`src/rtl/lockdet_pkg.sv`:
```
package lockdet_pkg;

    localparam int unsigned LD_CNT_W      = 10;
    localparam int unsigned LD_QUAL_N     = 3;
    localparam int unsigned LD_WIN_NARROW = 64;
    localparam int unsigned LD_WIN_WIDE   = 256;

    typedef enum logic [1:0] {
        PM_IDLE     = 2'd0,
        PM_WAIT_FB  = 2'd1,
        PM_WAIT_REF = 2'd2
    } pm_state_e;

    typedef struct packed {
        logic valid;
        logic in_win;
    } meas_t;

    function automatic meas_t mk_meas(input logic in_win);
        meas_t m;
        m.valid  = 1'b1;
        m.in_win = in_win;
        return m;
    endfunction

endpackage

```
`src/rtl/lockdet_phase_meter.sv`:
```
module lockdet_phase_meter
    import lockdet_pkg::*;
#(
    parameter int unsigned CNT_W = LD_CNT_W
) (
    input  logic             clk_i,
    input  logic             rst_i,
    input  logic             clr_i,
    input  logic             ref_i,
    input  logic             fb_i,
    input  logic [CNT_W-1:0] win_i,
    output meas_t            meas_o
);
    localparam logic [CNT_W-1:0] CNT_MAX = '1;
    localparam logic [CNT_W-1:0] CNT_ONE = CNT_W'(1);

    pm_state_e        state_q;
    logic [CNT_W-1:0] cnt_q;
    logic             lead_e;
    logic             lag_e;

    always_comb begin
        lead_e = (state_q == PM_WAIT_FB) ? ref_i : fb_i;
        lag_e  = (state_q == PM_WAIT_FB) ? fb_i  : ref_i;
    end

    always_ff @(posedge clk_i) begin
        if (rst_i || clr_i) begin
            state_q <= PM_IDLE;
            cnt_q   <= '0;
            meas_o  <= '0;
        end else begin
            meas_o.valid <= 1'b0;
            case (state_q)
                PM_IDLE: begin
                    if (ref_i && fb_i) begin
                        meas_o <= mk_meas(1'b1);
                    end else if (ref_i) begin
                        state_q <= PM_WAIT_FB;
                        cnt_q   <= CNT_ONE;
                    end else if (fb_i) begin
                        state_q <= PM_WAIT_REF;
                        cnt_q   <= CNT_ONE;
                    end
                end
                PM_WAIT_FB, PM_WAIT_REF: begin
                    if (lag_e) begin
                        meas_o <= mk_meas(cnt_q <= win_i);
                        if (lead_e) begin
                            cnt_q <= CNT_ONE;
                        end else begin
                            state_q <= PM_IDLE;
                            cnt_q   <= '0;
                        end
                    end else if (lead_e) begin
                        meas_o <= mk_meas(1'b0);
                        cnt_q  <= CNT_ONE;
                    end else if (cnt_q == CNT_MAX) begin
                        meas_o  <= mk_meas(1'b0);
                        state_q <= PM_IDLE;
                        cnt_q   <= '0;
                    end else begin
                        cnt_q <= cnt_q + 1'b1;
                    end
                end
                default: begin
                    state_q <= PM_IDLE;
                    cnt_q   <= '0;
                end
            endcase
        end
    end


    wait_cnt_live_chk: assert property (@(posedge clk_i) disable iff (rst_i)
        (state_q != PM_IDLE) |-> (cnt_q != '0));


    coincident_zero_chk: assert property (@(posedge clk_i) disable iff (rst_i)
        (state_q == PM_IDLE && ref_i && fb_i && !clr_i) |=> (meas_o.valid && meas_o.in_win));

endmodule

```
`src/rtl/lockdet_qualifier.sv`:
```
module lockdet_qualifier
    import lockdet_pkg::*;
#(
    parameter int unsigned QUAL_N = LD_QUAL_N
) (
    input  logic  clk_i,
    input  logic  rst_i,
    input  logic  clr_i,
    input  meas_t meas_i,
    output logic  lock_o
);
    localparam int unsigned Q_W = $clog2(QUAL_N + 1);
    localparam logic [Q_W-1:0] Q_FULL = Q_W'(QUAL_N);

    logic [Q_W-1:0] run_q;

    always_ff @(posedge clk_i) begin
        if (rst_i || clr_i) begin
            run_q <= '0;
        end else if (meas_i.valid) begin
            if (!meas_i.in_win) begin
                run_q <= '0;
            end else if (run_q != Q_FULL) begin
                run_q <= run_q + 1'b1;
            end
        end
    end

    assign lock_o = (run_q == Q_FULL);


    drop_now_chk: assert property (@(posedge clk_i) disable iff (rst_i)
        (meas_i.valid && !meas_i.in_win) |=> !lock_o);


    rise_on_good_chk: assert property (@(posedge clk_i) disable iff (rst_i)
        $rose(lock_o) |-> $past(meas_i.valid && meas_i.in_win));

endmodule

```
`src/rtl/lockdet_loop.sv`:
```
module lockdet_loop
    import lockdet_pkg::*;
#(
    parameter int unsigned CNT_W  = LD_CNT_W,
    parameter int unsigned QUAL_N = LD_QUAL_N
) (
    input  logic             clk_i,
    input  logic             rst_i,
    input  logic             clr_i,
    input  logic             ref_i,
    input  logic             fb_i,
    input  logic [CNT_W-1:0] win_i,
    output logic             lock_o
);
    meas_t meas;

    lockdet_phase_meter #(.CNT_W(CNT_W)) u_meter (
        .clk_i  (clk_i),
        .rst_i  (rst_i),
        .clr_i  (clr_i),
        .ref_i  (ref_i),
        .fb_i   (fb_i),
        .win_i  (win_i),
        .meas_o (meas)
    );

    lockdet_qualifier #(.QUAL_N(QUAL_N)) u_qual (
        .clk_i  (clk_i),
        .rst_i  (rst_i),
        .clr_i  (clr_i),
        .meas_i (meas),
        .lock_o (lock_o)
    );

endmodule

```
`src/rtl/lockdet_dual.sv`:
```
module lockdet_dual
    import lockdet_pkg::*;
#(
    parameter int unsigned CNT_W      = LD_CNT_W,
    parameter int unsigned QUAL_N     = LD_QUAL_N,
    parameter int unsigned WIN_NARROW = LD_WIN_NARROW,
    parameter int unsigned WIN_WIDE   = LD_WIN_WIDE
) (
    input  logic clk_i,
    input  logic rst_i,
    input  logic main_ref_i,
    input  logic main_fb_i,
    input  logic sec_ref_i,
    input  logic sec_fb_i,
    input  logic main_wide_i,
    input  logic sec_standby_i,
    output logic lock_o
);
    localparam int unsigned LOOPS = 2;
    localparam logic [CNT_W-1:0] W_NARROW = CNT_W'(WIN_NARROW);
    localparam logic [CNT_W-1:0] W_WIDE   = CNT_W'(WIN_WIDE);

    logic [LOOPS-1:0] ref_v;
    logic [LOOPS-1:0] fb_v;
    logic [LOOPS-1:0] clr_v;
    logic [LOOPS-1:0] loop_lock;
    logic [CNT_W-1:0] win_v [LOOPS];

    always_comb begin
        ref_v    = {sec_ref_i, main_ref_i};
        fb_v     = {sec_fb_i, main_fb_i};
        clr_v    = {sec_standby_i, 1'b0};
        win_v[0] = main_wide_i ? W_WIDE : W_NARROW;
        win_v[1] = W_NARROW;
    end

    for (genvar g = 0; g < LOOPS; g++) begin : g_loop
        lockdet_loop #(.CNT_W(CNT_W), .QUAL_N(QUAL_N)) u_loop (
            .clk_i  (clk_i),
            .rst_i  (rst_i),
            .clr_i  (clr_v[g]),
            .ref_i  (ref_v[g]),
            .fb_i   (fb_v[g]),
            .win_i  (win_v[g]),
            .lock_o (loop_lock[g])
        );
    end

    assign lock_o = loop_lock[0] & (loop_lock[1] | sec_standby_i);


    and_main_chk: assert property (@(posedge clk_i) disable iff (rst_i)
        lock_o |-> loop_lock[0]);


    standby_pass_chk: assert property (@(posedge clk_i) disable iff (rst_i)
        (sec_standby_i && loop_lock[0]) |-> lock_o);


    reset_low_chk: assert property (@(posedge clk_i)
        $past(rst_i) |-> !lock_o);

endmodule

```
`config.mk`:
```
export PLATFORM = sky130hd
export DESIGN_NAME = lockdet_dual
export DESIGN_NICKNAME = d
export VERILOG_FILES = /design/src/rtl/lockdet_pkg.sv /design/src/rtl/lockdet_phase_meter.sv /design/src/rtl/lockdet_qualifier.sv /design/src/rtl/lockdet_loop.sv /design/src/rtl/lockdet_dual.sv
export SDC_FILE = /design/constraint.sdc
export NUM_CORES = 1
export LEC_CHECK = 0
export ABC_AREA = 1
export BUFFER_PORTS_ARGS = -buffer_cell sky130_fd_sc_hd__buf_2
export CAP_MARGIN = 20
export CORE_ASPECT_RATIO = 1.4
export CORE_UTILIZATION = 43
export DETAILED_ROUTE_END_ITERATION = 6
export RECOVER_POWER = 50
export SETUP_SLACK_MARGIN = 0.02
export SLEW_MARGIN = 0
export SYNTH_ARGS = -nofsm -noshare
export SYNTH_HDL_FRONTEND = slang
export SYNTH_HIERARCHICAL = 1
export SYNTH_SLANG_ARGS = --single-unit
```
`constraint.sdc`:
```
create_clock -name clk_i -period 2.1 [get_ports clk_i]
set_input_delay 0.21 -clock clk_i [delete_from_list [all_inputs] [get_ports clk_i]]
set_output_delay 0.21 -clock clk_i [all_outputs]
set_load 0.05 [all_outputs]
```
==> results.py <==
metrics = {
    "worst_setup_path": {
        "cp.arrival_ps": 1970,
        "critPathMaxFanout": 10,
        "crit_type": "reg2reg",
        "critical_path_required_ps": 2270,
        "start_kind": "register",
        "worstSetupEndpointType": "register",
    },
    "route": {
        "viasPerCell": 4.73,
        "drcViolationCount": 0,
        "ant_nets": 0,
        "wl_um": 5030,
        "vias": 2354,
        "drt_iter0_markers": 98,
        "wire_per_inst_um": 10.1,
        "dr.pass1.iters": 4,
    },
    "layout": {
        "diodes": 0,
        "nets": 467,
        "final_layout_size_suffix_gt1_share_pct": 8.60,
        "area.growth.synth_to_final_pct": 10.9,
        "postLayoutCoreUtil_pct": 50.2,
    },
    "grt": {
        "antenna_found_initial": 0,
        "grt_overflow_total": 0,
        "grt_max_degree": 12,
        "grt_pass1_vias": 2273,
        "grt_use_total_pct": 19.0,
        "grt_pass1_wl_um": 9120,
    },
    "synthesis": {
        "ys.flop_type": "dfxtp_1",
        "synth_async_sr_flop_share_pct": 0,
        "synth-seq-cells": 32,
        "syn_inst": 396,
        "synth_top_area_share_pct": 25.3,
        "synth_cell_type_count": 37,
        "ys.warnings.count": 6,
        "synth.largest_area_cell": "dfxtp_1",
        "synth_area_leaders": "dfxtp_1, nand2_1, ha_1",
        "synth-edff-count": 0,
        "synth_area_um2": 2540,
        "ys_seq_area_share_pct": 25.3,
        "syn_avg_cell_area_um2": 6.40,
    },
    "timing": {
        "max_freq_ghz": 0.555,
        "rsz0062_at_grt": "false",
        "finalSetupTns_ps": 0,
        "min_period_ps": 1800,
        "setup_violations": 0,
        "hold_ws_ps": 217,
        "hold_violations": 0,
        "maxSlewViolCount": 0,
        "worstMarginPinSlew_ps": 591,
        "fin_skew_ps": 6.62,
        "fin_crit_sh_pct": 85.7,
        "slew_headroom_pct": 60.8,
    },
    "placement": {
        "place.gp.congestion": 0.902,
        "dp_hpwl_um": 4170,
        "portBuffers": 8,
    },
    "cts": {
        "cts_tree": "built",
        "cts.sinks": 32,
        "htree_levels": 2,
        "clk_path_buf_depth": 2,
        "cts_setup_buffers": 0,
        "ctsResizeCount": 0,
        "cts_buffers": 5,
        "clock_latency_ps": 290,
        "clkTransAtPathRegs_ps": 70,
        "cts_hold_buf": 0,
        "cts-root-buf": "clkbuf_8",
    },
    "pwr": {
        "finalPower_mw": 1.56,
        "cellPowerDensity_nw_per_um2": 556,
        "ir_worst_vdd_v": 0.000393,
        "leakage_nw": 1.31,
    },
    "worst_hold_path": {
        "min_path_type": "in2reg",
    },
    "floorplan": {
        "rows": 32,
        "core_area_um2": 5610,
        "start_util_pct": 45.2,
        "boundaryPins": 9,
        "die_w_um": 66.9,
        "dieArea_um2": 6210,
        "die_y_um": 92.9,
    },
    "run": {
        "drv_cap": 0,
    },
    "outcome": {
        "outcome": "completed",
    },
}
## cells in the mapped netlist (all sizes together), types with 2 or more instances
cell and instances:
nor2 61, a21oi 23, xnor2 2, a211oi 3, inv 71, conb 2, o21ai 13, ha 30
nand3 19, nand4 4, xor2 2, nor3b 2, clkinv 2, nand2 111, a31o 2, dfxtp 32
nor3 9
## worst max-delay path: stages (launching register included)
cell and delay (ps):
dfxtp_1 380, inv_1 60, ha_1 240, nand2_1 80, inv_1 50, nand2_2 90, nand2_1 220, inv_4 170
nand2_1 110, o21ai_4 220, nor3b_2 70
## sequential cells by signal, indices dropped and copies added (netlist names)
name                           cells
g_loop.u_loop/u_meter/state_q      4
g_loop.u_loop/u_qual/run_q         4
g_loop.u_loop/u_meter/cnt_q       20
g_loop.u_loop/u_meter/meas_o       4
## area by class of cell
cell class	count	area [um^2]
Fill cell	612	2790
Inverter	73	278
Multi-Input combinational cell	308	1650
Sequential cell	32	641
Clock buffer	5	68.8
Timing Repair Buffer	9	42.5
Clock inverter	3	42.5
Tap cell	68	85.1
## metrics by stage
step	instances	setup WS, ps	instance area [um^2]
6_report	498	300	2810
3_5_place_dp	490	364	2730
3_3_place_gp	490	284	2730
2_1_floorplan	414	539	2600
4_1_cts	498	351	2840
5_1_grt	498	117	2810
## worst paths after layout
kind                                            start  slack, ps  depth (start not counted)                                end
setup / recovery  g_loop[1].u_loop/u_meter/state_q[0]        300                         10  g_loop[1].u_loop/u_meter/cnt_q[4]
setup reg to reg  g_loop[1].u_loop/u_meter/state_q[0]        300                         10  g_loop[1].u_loop/u_meter/cnt_q[4]
hold / removal                          sec_standby_i        220                          4   g_loop[1].u_loop/u_qual/run_q[0]
hold reg to reg      g_loop[1].u_loop/u_qual/run_q[1]        490                          2   g_loop[1].u_loop/u_qual/run_q[1]
## per-layer routing
| metal | global-route usage [%] | vias up | part of all wire [%] | routed length [um] |
|---|---|---|---|---|
| met4 | 8.51 | 0 | 2.6 | 129 |
| li1 | - | 1293 | - | - |
| met2 | 35.5 | 28 | 53 | 2650 |
| met3 | 3.69 | 11 | 2.3 | 114 |
| met5 | 0 | - | 0 | 0 |
| met1 | 19.4 | 1022 | 42 | 2140 |
## report_power, final
group          total [mW]  switching [mW]  internal, mW  leakage, nW
logic               0.327           0.213         0.113        0.995
clock network       0.594           0.243         0.351       0.0541
registers           0.643          0.0177         0.626        0.259
## cells in the final DEF (no fill, tap or decap), types with 2 or more instances in the layout
| cell | n |
|---|---|
| nand4_1 | 4 |
| nor3_1 | 6 |
| inv_2 | 3 |
| a211oi_1 | 3 |
| buf_2 | 7 |
| clkinv_2 | 2 |
| xnor2_1 | 2 |
| o21ai_1 | 3 |
| a31o_2 | 2 |
| a21oi_1 | 22 |
| nor2_1 | 59 |
| xor2_1 | 2 |
| inv_1 | 67 |
| ha_1 | 30 |
| nor3_2 | 3 |
| clkbuf_1 | 2 |
| nand2_2 | 4 |
| conb_1 | 20 |
| dfxtp_1 | 32 |
| clkbuf_8 | 5 |
| nand2_1 | 106 |
| nor2_2 | 2 |
| o21ai_0 | 8 |
| nand3_1 | 19 |
## cell families after synthesis
| group | count (synthesis) | share of synthesized area [%] |
|---|---|---|
| simple gates | 209 | 35.8 |
| buf+inv | 74 | 11.4 |
| compound gates | 45 | 11.1 |
| flops | 32 | 25.3 |
| fa+ha+maj | 30 | 14.8 |
| xor+xnor | 4 | 1.38 |
| other cells | 2 | 0.296 |
(Power assumes the default switching activity.)
